--- config.mk ---
export PLATFORM = sky130hd
export DESIGN_NAME = sgi_target_walker
export DESIGN_NICKNAME = d
export VERILOG_FILES = /design/src/rtl/sgi_target_walker.sv
export SDC_FILE = /design/constraint.sdc
export NUM_CORES = 1
export LEC_CHECK = 0
export ABC_CLOCK_PERIOD_IN_PS = 5000
export BUFFER_PORTS_ARGS = -buffer_cell sky130_fd_sc_hd__buf_2
export CELL_PAD_IN_SITES_DETAIL_PLACEMENT = 1
export CELL_PAD_IN_SITES_GLOBAL_PLACEMENT = 2
export CORE_MARGIN = 1
export CORE_UTILIZATION = 25
export DETAILED_ROUTE_END_ITERATION = 10
export PLACE_DENSITY_LB_ADDON = 0.1
export REMOVE_ABC_BUFFERS = 1
export SLEW_MARGIN = 20
export SYNTH_ARGS = -nofsm -noshare
export SYNTH_HDL_FRONTEND = slang
export SYNTH_SLANG_ARGS = --single-unit
export TNS_END_PERCENT = 50
--- constraint.sdc ---
create_clock -name clk -period 5 [get_ports clk]
set_input_delay 1 -clock clk [delete_from_list [all_inputs] [get_ports clk]]
set_output_delay 1 -clock clk [all_outputs]
set_load 0.01 [all_outputs]
--- src/rtl/sgi_target_walker.sv ---
module sgi_target_walker #(
  parameter int NCORES = 8,
  parameter int IDXW = (NCORES > 1) ? $clog2(NCORES) : 1
) (
  input  logic                 clk,
  input  logic                 rst_n,
  input  logic                 start,
  input  logic [63:0]          req_word,
  input  logic [IDXW-1:0]      req_core,
  input  logic [32*NCORES-1:0] aff_table,
  output logic                 busy,
  output logic                 sig_valid,
  output logic [IDXW-1:0]      sig_core,
  output logic [3:0]           sig_intid,
  output logic                 done
);
  localparam logic [IDXW-1:0] LAST_IDX = IDXW'(NCORES - 1);

  logic [IDXW-1:0] idx_q, req_q;
  logic [15:0]     mask_q, mask_nx;
  logic [7:0]      a1_q, a2_q, a3_q;
  logic [3:0]      id_q;
  logic            bc_q;
  logic [31:0]     entry;
  logic            in_list, aff_ok, hit, last;

  always_comb begin
    entry = '0;
    for (int i = 0; i < NCORES; i++)
      if (idx_q == IDXW'(i)) entry = aff_table[32*i +: 32];
  end

  assign aff_ok  = entry[31:24] == a3_q && entry[23:16] == a2_q && entry[15:8] == a1_q;
  assign in_list = entry[7:4] == 4'd0 && mask_q[entry[3:0]];
  assign hit     = bc_q ? (idx_q != req_q) : (aff_ok && in_list);
  assign mask_nx = (hit && !bc_q) ? (mask_q & ~(16'd1 << entry[3:0])) : mask_q;
  assign last    = (idx_q == LAST_IDX) || (!bc_q && mask_nx == 16'd0);

  always_ff @(posedge clk or negedge rst_n) begin
    if (!rst_n) begin
      busy <= 1'b0; idx_q <= '0; req_q <= '0; mask_q <= '0;
      a1_q <= '0; a2_q <= '0; a3_q <= '0; id_q <= '0; bc_q <= 1'b0;
      sig_valid <= 1'b0; sig_core <= '0; sig_intid <= '0; done <= 1'b0;
    end else begin
      sig_valid <= 1'b0;
      done      <= 1'b0;
      if (!busy) begin
        if (start) begin
          busy   <= 1'b1;
          idx_q  <= '0;
          req_q  <= req_core;
          mask_q <= req_word[15:0];
          a1_q   <= req_word[23:16];
          id_q   <= req_word[27:24];
          a2_q   <= req_word[39:32];
          bc_q   <= req_word[40];
          a3_q   <= req_word[55:48];
        end
      end else begin
        sig_valid <= hit;
        sig_core  <= idx_q;
        sig_intid <= id_q;
        mask_q    <= mask_nx;
        idx_q     <= idx_q + 1'b1;
        if (last) begin
          busy <= 1'b0;
          done <= 1'b1;
        end
      end
    end
  end
endmodule

# --- Word-level counts from Yosys, hierarchy flattened ---
# Cells that the tools add are included.
# Widths: inputs -> output; s select.
classes:
  n_reduce_logical: 13
  mux: 22
  magnitude_cmp: 1
  add_sub_neg: 1
  n_eq_ne: 11
  n_div: 0
  multipliers: 0
  n_bitwise: 3
  shift: 1
ops:
  columns: ["cell", "count"]
  rows:
  - ["$mux 32", 8]
  - ["$mux 16", 3]
  - ["$eq 8x8->1", 3]
  - ["$and 16x16->16", 1]
  - ["$logic_not 16->1", 1]
  - ["$not 16->16", 1]
  - ["$shl 1x4->16 const A", 1]
  - ["$eq 3x3->1 const B", 4]
  - ["$mux 1", 8]
  - ["$eq 3x2->1 const B", 2]
  - ["$logic_and 1x1->1", 6]
  - ["$mux 3", 2]
  - ["$lt 4x5->1 const B", 1]
  - ["$bmux 1 s4", 1]
  - ["$logic_not 4->1", 1]
  - ["$add 3x1->3 const B", 1]
  - ["$eq 3x1->1 const B", 1]
  - ["$logic_not 3->1", 1]
  - ["$ne 3x3->1", 1]
  - ["$reduce_and 2->1", 1]
  - ["$reduce_bool 2->1", 1]
  - ["$logic_not 1->1", 1]
  - ["$logic_or 1x1->1", 1]
  - ["$not 1->1", 1]
word_totals:
  wordCells: 65
  reg_bits: 61
  mem_bits_ro: 0
  in_bits: 326
  output_inout_bits: 10
  n_memories: 0
  ramBits: 0
  latchBits: 0

# --- Logic depth before layout (Yosys ltp) ---
# Gate-level depths: netlist of the first run.
logic_depth:
  ltp_word: 21
  mapped_depth: 17

# --- Worst setup path before layout of the first run ---
# OpenSTA, ideal clock, no wires.
synth_path:
  path_kind: "register to register"
  start: "register idx_q[2]"
  end: "register busy"
  t_required_ps: 4858
  setup_slack_ps: 916
  t_arrival_ps: 3943
  period_less_slack_ps: 4084
  stages_incl_launch_ff: 16
  cell_sequence: "dfrtp_1 -> inv_1 -> clkbuf_1 -> ha_1 -> clkbuf_1 -> buf_2 -> a221oi_1 -> a2111oi_0 -> nor2_1 -> xor2_1 -> nor4b_1 -> nand4_2 -> or3_4 -> or3_1 -> a311oi_2 -> a31oi_1"
synth_between:
  elab_chain_cells: 21
synth_rtl:
  columns: ["item", "line_no", "source"]
  rows:
  - ["from (decl)", "19", "logic [IDXW-1:0] idx_q, req_q;"]
  - ["from (signal assigned)", "64", "idx_q <= idx_q + 1'b1;"]
  - ["$logic_not 3->1", "30", "if (idx_q == IDXW'(i)) entry = aff_table[32*i +: 32];"]
  - ["$mux 32 (8 in series)", "30", null]
  - ["$bmux 1 s4 / $eq 8x8->1 (equally long branches)", "34, 33", null]
  - ["$mux 1 (implied by the code) / $logic_and 1x1->1 (equally long branches)", "34, 33", null]
  - ["$logic_and 1x1->1, on equally long branches", "34, 33", null]
  - ["$logic_and 1x1->1", "35", "assign hit = bc_q ? (idx_q != req_q) : (aff_ok && in_list);"]
  - ["$mux 1", "35", null]
  - ["$logic_and 1x1->1", "36", "assign mask_nx = (hit && !bc_q) ? (mask_q & ~(16'd1 << entry[3:0])) : mask_q;"]
  - ["$mux 16", "36", null]
  - ["$logic_not 16->1", "37", "assign last = (idx_q == LAST_IDX) || (!bc_q && mask_nx == 16'd0);"]
  - ["$logic_and 1x1->1", "37", null]
  - ["$logic_or 1x1->1 (*)", "37", null]
  - ["$mux 1 (*)", "65", "if (last) begin"]
  - ["$mux 1 (*)", "47", "if (!busy) begin"]
  - ["to (signal assigned)", "41", "busy <= 1'b0; idx_q <= '0; req_q <= '0; mask_q <= '0;"]
  - ["to (signal assigned)", "49", "busy <= 1'b1;"]
  - ["to (signal assigned)", "66", "busy <= 1'b0;"]
  - ["to (decl)", "11", "output logic busy,"]
# Mark *: on every way between the ends. The rest lies on a longest branch, timed or not. The select of a mux whose other input is x is not followed.
# A chain may end at the register's enable or synchronous reset.

# --- Final worst setup path of the first run ---
layout_path:
  start: "register idx_q[1]"
  end: "register busy"
# Same word-level chain as after synthesis.

==> impl_metrics.py, run 1 <==
metrics = {
    "run_status": {
        "status": "complete, no violations",
    },
    "sta": {
        "clock_skew_ps": 12.4,
        "finalSetupTns_ps": 0,
        "setup_viol": 0,
        "holdWs_ps": 493,
        "finalCriticalPeriod_ps": 4720,
        "relSlewSlack": 0.292,
        "tightest_slew_ps": 1060,
        "slew_viol_final": 0,
        "finalCritPeriodShare": 0.945,
        "hold_viol_final": 0,
        "rsz0062_at_grt": "false",
        "fmax_mhz": 212,
    },
    "layout": {
        "layout.nets": 1486,
        "final_common_cell": "buf_2",
        "drive_gt1_frac": 0.381,
        "areaGrowthSynthToFinish_pct": 35.6,
        "layout_common_cells": "buf_2, a21oi_1, nand2_1, inv_1, dfrtp_1",
    },
    "setup_path": {
        "crit_arrival_ps": 4920,
        "crit_family": "simple AND/OR/NAND/NOR gates",
        "critPathMostFrequentCell": "or3_1",
        "r2r_cells": 14,
        "r2r_start": "idx_q[1]$_DFFE_PN0P_",
        "cp-start-kind": "flop",
        "cp_max_fo": 49,
        "cp.depth": 14,
        "path_cells": "inv_1, ha_4, buf_12, o21ai_0, a221oi_1, or3_1, a41oi_1, nor4b_1, buf_4, nand4_2, or3_4, or3_1, a311oi_2, a31oi_1",
        "path_class": "reg -> reg",
        "r2r_end": "busy$_DFF_PN0_",
        "crit_path_start": "idx_q[1]$_DFFE_PN0P_",
        "worstSetupEndpointType": "flop",
        "critPathBufInv": 3,
        "cp_data_required_time_ps": 5200,
        "cp_slowest_stage_delay_ps": 580,
        "cpMaxStageDelayCell": "nor4b_1",
        "r2r_slack_ps": 280,
    },
    "floorplanning": {
        "core_um2": 26000,
        "dieHeight_um": 165,
        "die_w_um": 165,
        "rows": 59,
        "start_util": 0.254,
        "pin_count": 336,
        "dieArea_um2": 27100,
    },
    "clocking": {
        "cts_hold_buf": 0,
        "cts_tree": "yes",
        "ctsResizeCount": 0,
        "cts_root_buffer": "clkbuf_16",
        "ctsLongestPathBuffers": 2,
        "clock-sinks": 61,
        "htree_levels": 3,
        "clk_pin_slew_ps": 70,
        "postCtsSetupBuffers": 0,
        "numCtsBuffers": 9,
        "clock_latency_ps": 350,
    },
    "routing": {
        "drc": 0,
        "dr_total_vias": 7961,
        "drt_pass1_iterations": 5,
        "wl_per_cell_um": 21.9,
        "ant_nets": 0,
        "drtIter0Drc": 436,
        "wirelength_mm": 32.9,
        "vias_per_cell": 5.31,
    },
    "global_route": {
        "grt_pass1_wl_mm": 47.9,
        "grt_overflow": 0,
        "grt.total_usage": 0.236,
        "grt_max_degree": 62,
        "grt_pass1_vias": 8072,
        "antenna_found_initial": 9,
    },
    "yosys": {
        "synth_seq_area_share": 0.231,
        "yosysWarningCount": 0,
        "netlist_instances": 857,
        "synthFlopType": "dfrtp_1",
        "syn_area_per_cell_um2": 7.71,
        "synth_edf_count": 0,
        "ys_ff_latch": 61,
        "synth.distinct_cells": 81,
        "async_flop_share": 1.00,
        "syn-cell-area_um2": 6610,
    },
    "power_and_ir_drop": {
        "clkPwrFrac": 0.111,
        "p_seq_frac": 0.176,
        "power_frac_comb": 0.713,
        "switchingPower_mw": 2.95,
        "vdd_drop_max_mv": 0.258,
        "power.density_nw_per_um2": 642,
        "p_leak_nw": 4.09,
        "p_sw_frac": 0.513,
        "power_mw": 5.75,
        "p_int_mw": 2.80,
    },
    "placement": {
        "place.gp.congestion": 0.815,
        "place.port_buffers": 316,
        "dpl.hpwl_mm": 25.6,
    },
    "min_path": {
        "hold_path.class": "reg -> reg",
        "hold_path_end": "sig_intid[3]$_DFFE_PN0P_",
        "min_from": "id_q[3]$_DFFE_PN0P_",
        "hold_depth": 1,
    },
    "flow_run": {
        "drv_cap": 0,
    },
}
-- cells in the mapped netlist (8+ instances only) --
master	number	area, um2
a21oi_1	85	425
nand2_1	70	263
inv_1	64	240
dfrtp_1	61	1530
o21ai_0	44	220
nor2_1	41	154
mux2_2	38	428
buf_2	35	175
a221oi_1	30	263
nand3b_1	22	165
clkbuf_1	21	78.8
nor2b_1	21	131
mux2i_1	20	200
nand3_1	20	100
nand2b_1	17	106
o211ai_1	13	97.6
a211oi_1	12	90.1
o22ai_1	12	75.1
a221o_1	10	100
a31oi_1	10	62.6
and2_1	9	56.3
a2111oi_0	8	70.1
a21o_1	8	60.1
buf_1	8	30.0
nor3_1	8	40.0
nor3b_1	8	60.1
nor4_1	8	50.1
xnor2_1	8	70.1
-- cell families (layout without fill, tap and decap cells) --
logic type	Yosys count	in the layout	share of synthesized area
XOR/XNOR	13	13	0.0172
buffers and inverters	137	439	0.0907
other	0	6	0
multiplexers	58	58	0.0950
AND/OR/NAND/NOR	266	266	0.221
AO/OA/AOI/OAI	316	316	0.334
flip-flops	61	61	0.231
adder cells (fa/ha/maj)	6	6	0.0114
-- power groups by stage --
stage,combinational (mW),sequential (mW),clock [mW]
finish,4.10,1.01,0.639
global route,4.52,1.05,0.668
CTS,4.14,1.01,0.650
detailed placement,4.12,1.01,0
global placement,4.09,1.01,0
floorplan,2.58,0.989,0
-- per-layer routing --
| layer | GRT usage | share of wire |
|---|---|---|
| met1 | 0.294 | 0.43 |
| met2 | 0.424 | 0.50 |
| met3 | 0.0339 | 0.053 |
| met4 | 0.0592 | 0.014 |
| met5 | 0 | 0.00067 |
-- stage by stage --
stage | std cells | utilization | cell area, um2 | setup WS, ps
floorplan | 787 | - | 6260 | -558
global placement | 1478 | 0.333 | 8660 | 221
detailed placement | 1478 | 0.333 | 8660 | 198
CTS | 1494 | 0.344 | 8950 | 142
global route | 1499 | 0.345 | 8960 | 10.1
finish | 1500 | 0.345 | 8960 | 276
-- state kept, by name (all words and copies together), names as in the netlist, 3 cells and up --
register	flops
mask_q	16
a1_q	8
a2_q	8
a3_q	8
id_q	4
sig_intid	4
idx_q	3
req_q	3
sig_core	3
-- final cells by class --
type | instances | area, um2
fillers | 3330 | 17000
multi-input cells | 659 | 4520
repair buffers | 356 | 1930
flip-flops and latches | 61 | 1530
well taps | 335 | 419
inverters | 67 | 251
clock buffers | 9 | 225
clock inverters | 7 | 65.1
diodes | 6 | 15.0
-- how the worst max path moves through the flow --
stage          slack, ps             end
3_3_place_gp         220  busy$_DFF_PN0_
3_5_place_dp         200  busy$_DFF_PN0_
4_1_cts              140  busy$_DFF_PN0_
2_1_floorplan       -560  busy$_DFF_PN0_
6_report             280  busy$_DFF_PN0_
5_1_grt               10  busy$_DFF_PN0_
No activity file was read; power rests on OpenSTA's default activity.
==> run 2: changes to the inputs <==
- PLACE_DENSITY: default -> 0.83
- PLACE_DENSITY_LB_ADDON: 0.1 -> default
- SETUP_SLACK_MARGIN: default -> 0.1
==> run 2 against run 1 <==
Net effect:
- global-route usage about the same
- design area barely moved
- final cell count grew 0.20%
- sequential cell count unchanged
- combinational power down 2%
- clock power down 0.6%
- worst hold slack gained 8.1 ps
- via count grew 2.2%
- total power decreased by 0.63%
- wire length shrank 0.13%
- sequential share of layout area is essentially flat
- die area unchanged
- largest power group unchanged
==> impl_metrics.py, run 2 (synthesized netlist as in run 1, its figures left out) <==
metrics = {
    "run_status": {
        "status": "complete, no violations",
    },
    "setup_path": {
        "critPathBufInv": 2,
        "cp_data_required_time_ps": 5280,
        "cpMaxStageDelayCell": "o21a_1",
        "cp_max_fo": 18,
        "path_class": "reg -> reg",
        "path_cells": "inv_1, ha_2, o21a_1, buf_4, a21oi_1, nand3_1, and4b_1, a41oi_1, a2111oi_2, nand4_2, or3_4, or3_1, a311oi_2, a31o_1",
        "cp.depth": 14,
        "r2r_cells": 14,
        "crit_arrival_ps": 4950,
        "cp-start-kind": "flop",
        "worstSetupEndpointType": "flop",
        "crit_family": "compound AO/OA/AOI/OAI gates",
        "cp_slowest_stage_delay_ps": 580,
    },
    "clocking": {
        "cts_root_buffer": "clkbuf_16",
        "clk_pin_slew_ps": 60,
        "cts_tree": "yes",
        "clock-sinks": 61,
        "numCtsBuffers": 9,
        "htree_levels": 3,
        "clock_latency_ps": 350,
        "ctsLongestPathBuffers": 2,
        "cts_hold_buf": 0,
        "ctsResizeCount": 0,
    },
    "sta": {
        "slew_viol_final": 0,
        "fmax_mhz": 214,
        "relSlewSlack": 0.402,
        "rsz0062_at_grt": "false",
        "hold_viol_final": 0,
        "finalSetupTns_ps": 0,
        "setup_viol": 0,
        "finalCriticalPeriod_ps": 4670,
        "clock_skew_ps": 11.5,
        "finalCritPeriodShare": 0.934,
        "tightest_slew_ps": 897,
    },
    "global_route": {
        "grt.total_usage": 0.237,
        "grt_overflow": 0,
        "grt_pass1_wl_mm": 48.3,
        "grt_max_degree": 67,
        "grt_pass1_vias": 8414,
        "antenna_found_initial": 11,
    },
    "routing": {
        "vias_per_cell": 5.41,
        "ant_nets": 0,
        "wirelength_mm": 32.9,
        "dr_total_vias": 8136,
        "drtIter0Drc": 464,
        "drt_pass1_iterations": 5,
        "drc": 0,
        "wl_per_cell_um": 21.9,
    },
    "layout": {
        "areaGrowthSynthToFinish_pct": 35.7,
        "largest_register_ffs": 16,
        "layout_common_cells": "buf_2, a21oi_1, nand2_1, inv_1, dfrtp_1",
        "layout.nets": 1486,
        "fillers": 3249,
        "seqCellArea_um2": 1530,
        "final_common_cell": "buf_2",
        "finalInstanceArea_um2": 8970,
        "multi_input_area_um2": 4520,
        "top_register": "mask_q",
        "drive_gt1_frac": 0.381,
    },
    "floorplanning": {
        "start_util": 0.254,
        "pin_count": 336,
        "dieHeight_um": 165,
        "rows": 59,
        "dieArea_um2": 27100,
        "core_um2": 26000,
        "die_w_um": 165,
    },
    "placement": {
        "placed_cell_area_um2": 8650,
        "place.gp.congestion": 0.877,
        "dpl.hpwl_mm": 25.5,
        "place.port_buffers": 316,
    },
    "flow_run": {
        "drv_cap": 0,
    },
    "power_and_ir_drop": {
        "power_mw": 5.71,
        "vdd_drop_max_mv": 0.229,
        "p_leak_nw": 4.09,
        "power.density_nw_per_um2": 637,
    },
    "min_path": {
        "hold_depth": 1,
        "hold_path.class": "reg -> reg",
    },
}
run 2: cell types whose count changed in the layout (fill, tap and decap cells not counted):
cell	previous run	this run
buf_2	315	316
buf_4	37	35
buf_8	0	1
clkinv_2	0	1
clkinv_4	2	0
clkinvlp_4	1	2
diode_2	6	9
inv_6	2	3
inv_8	2	1
run 2: timing repair:
item | 4_1_cts | 5_1_grt
setup endpoints to repair | 0 | 2
buffers inserted | 0 | 1
endpoints found under the hold margin | 0 | 0
run 2: power breakdown:
part | total, mW | switching [mW] | internal (mW)
clock network | 0.635 | 0.291 | 0.344
logic | 4.03 | 2.34 | 1.69
registers | 1.05 | 0.310 | 0.736
run 2: final timing paths:
kind | startpoint | end | slack (ps)
worst max-delay path | idx_q[0]$_DFFE_PN0P_ | done$_DFF_PN0_ | 330
worst min-delay path | id_q[2]$_DFFE_PN0P_ | id_q[2]$_DFFE_PN0P_ | 500
worst max register to register | idx_q[0]$_DFFE_PN0P_ | done$_DFF_PN0_ | 330
worst min register to register | id_q[2]$_DFFE_PN0P_ | id_q[2]$_DFFE_PN0P_ | 500
max in group asynchronous | rst_n | idx_q[2]$_DFFE_PN0P_ | 3270
min in group asynchronous | rst_n | mask_q[14]$_DFFE_PN0P_ | 780
run 2: final cells by class:
class | count | share of cell area
Multi-Input combinational cell | 659 | 0.505
Inverter | 67 | 0.0280
Antenna cell | 9 | 0.00251
Tap cell | 335 | 0.0467
Clock buffer | 9 | 0.0251
Sequential cell | 61 | 0.170
Clock inverter | 7 | 0.00642
Timing Repair Buffer | 356 | 0.216
run 2: worst reg2reg max path: stages, from the launching register on:
cell and delay [ps]:
dfrtp_1 480, inv_1 170, ha_2 550, o21a_1 590, buf_4 260, a21oi_1 60, nand3_1 110, and4b_1 180
a41oi_1 260, a2111oi_2 350, nand4_2 270, or3_4 470, or3_1 370, a311oi_2 310, a31o_1 180
run 2: metal layers:
metal  part of all wire  track usage  vias up
li1                   -            -     3842
met1               0.42        0.285     3978
met2               0.49        0.417      266
met3              0.064       0.0422       44
met4              0.026       0.0872        6
met5             0.0011            0        -
run 2: per-stage QoR:
| step | utilization | cells | setup WS (ps) | hold slack [ps] |
|---|---|---|---|---|
| after floorplan | - | 787 | -558 | 475 |
| after global placement | 0.333 | 1477 | 359 | 484 |
| after global routing | 0.345 | 1500 | 119 | 522 |
| after CTS | 0.344 | 1493 | 272 | 509 |
| after detailed placement | 0.333 | 1477 | 319 | 494 |
| final | 0.345 | 1503 | 332 | 501 |
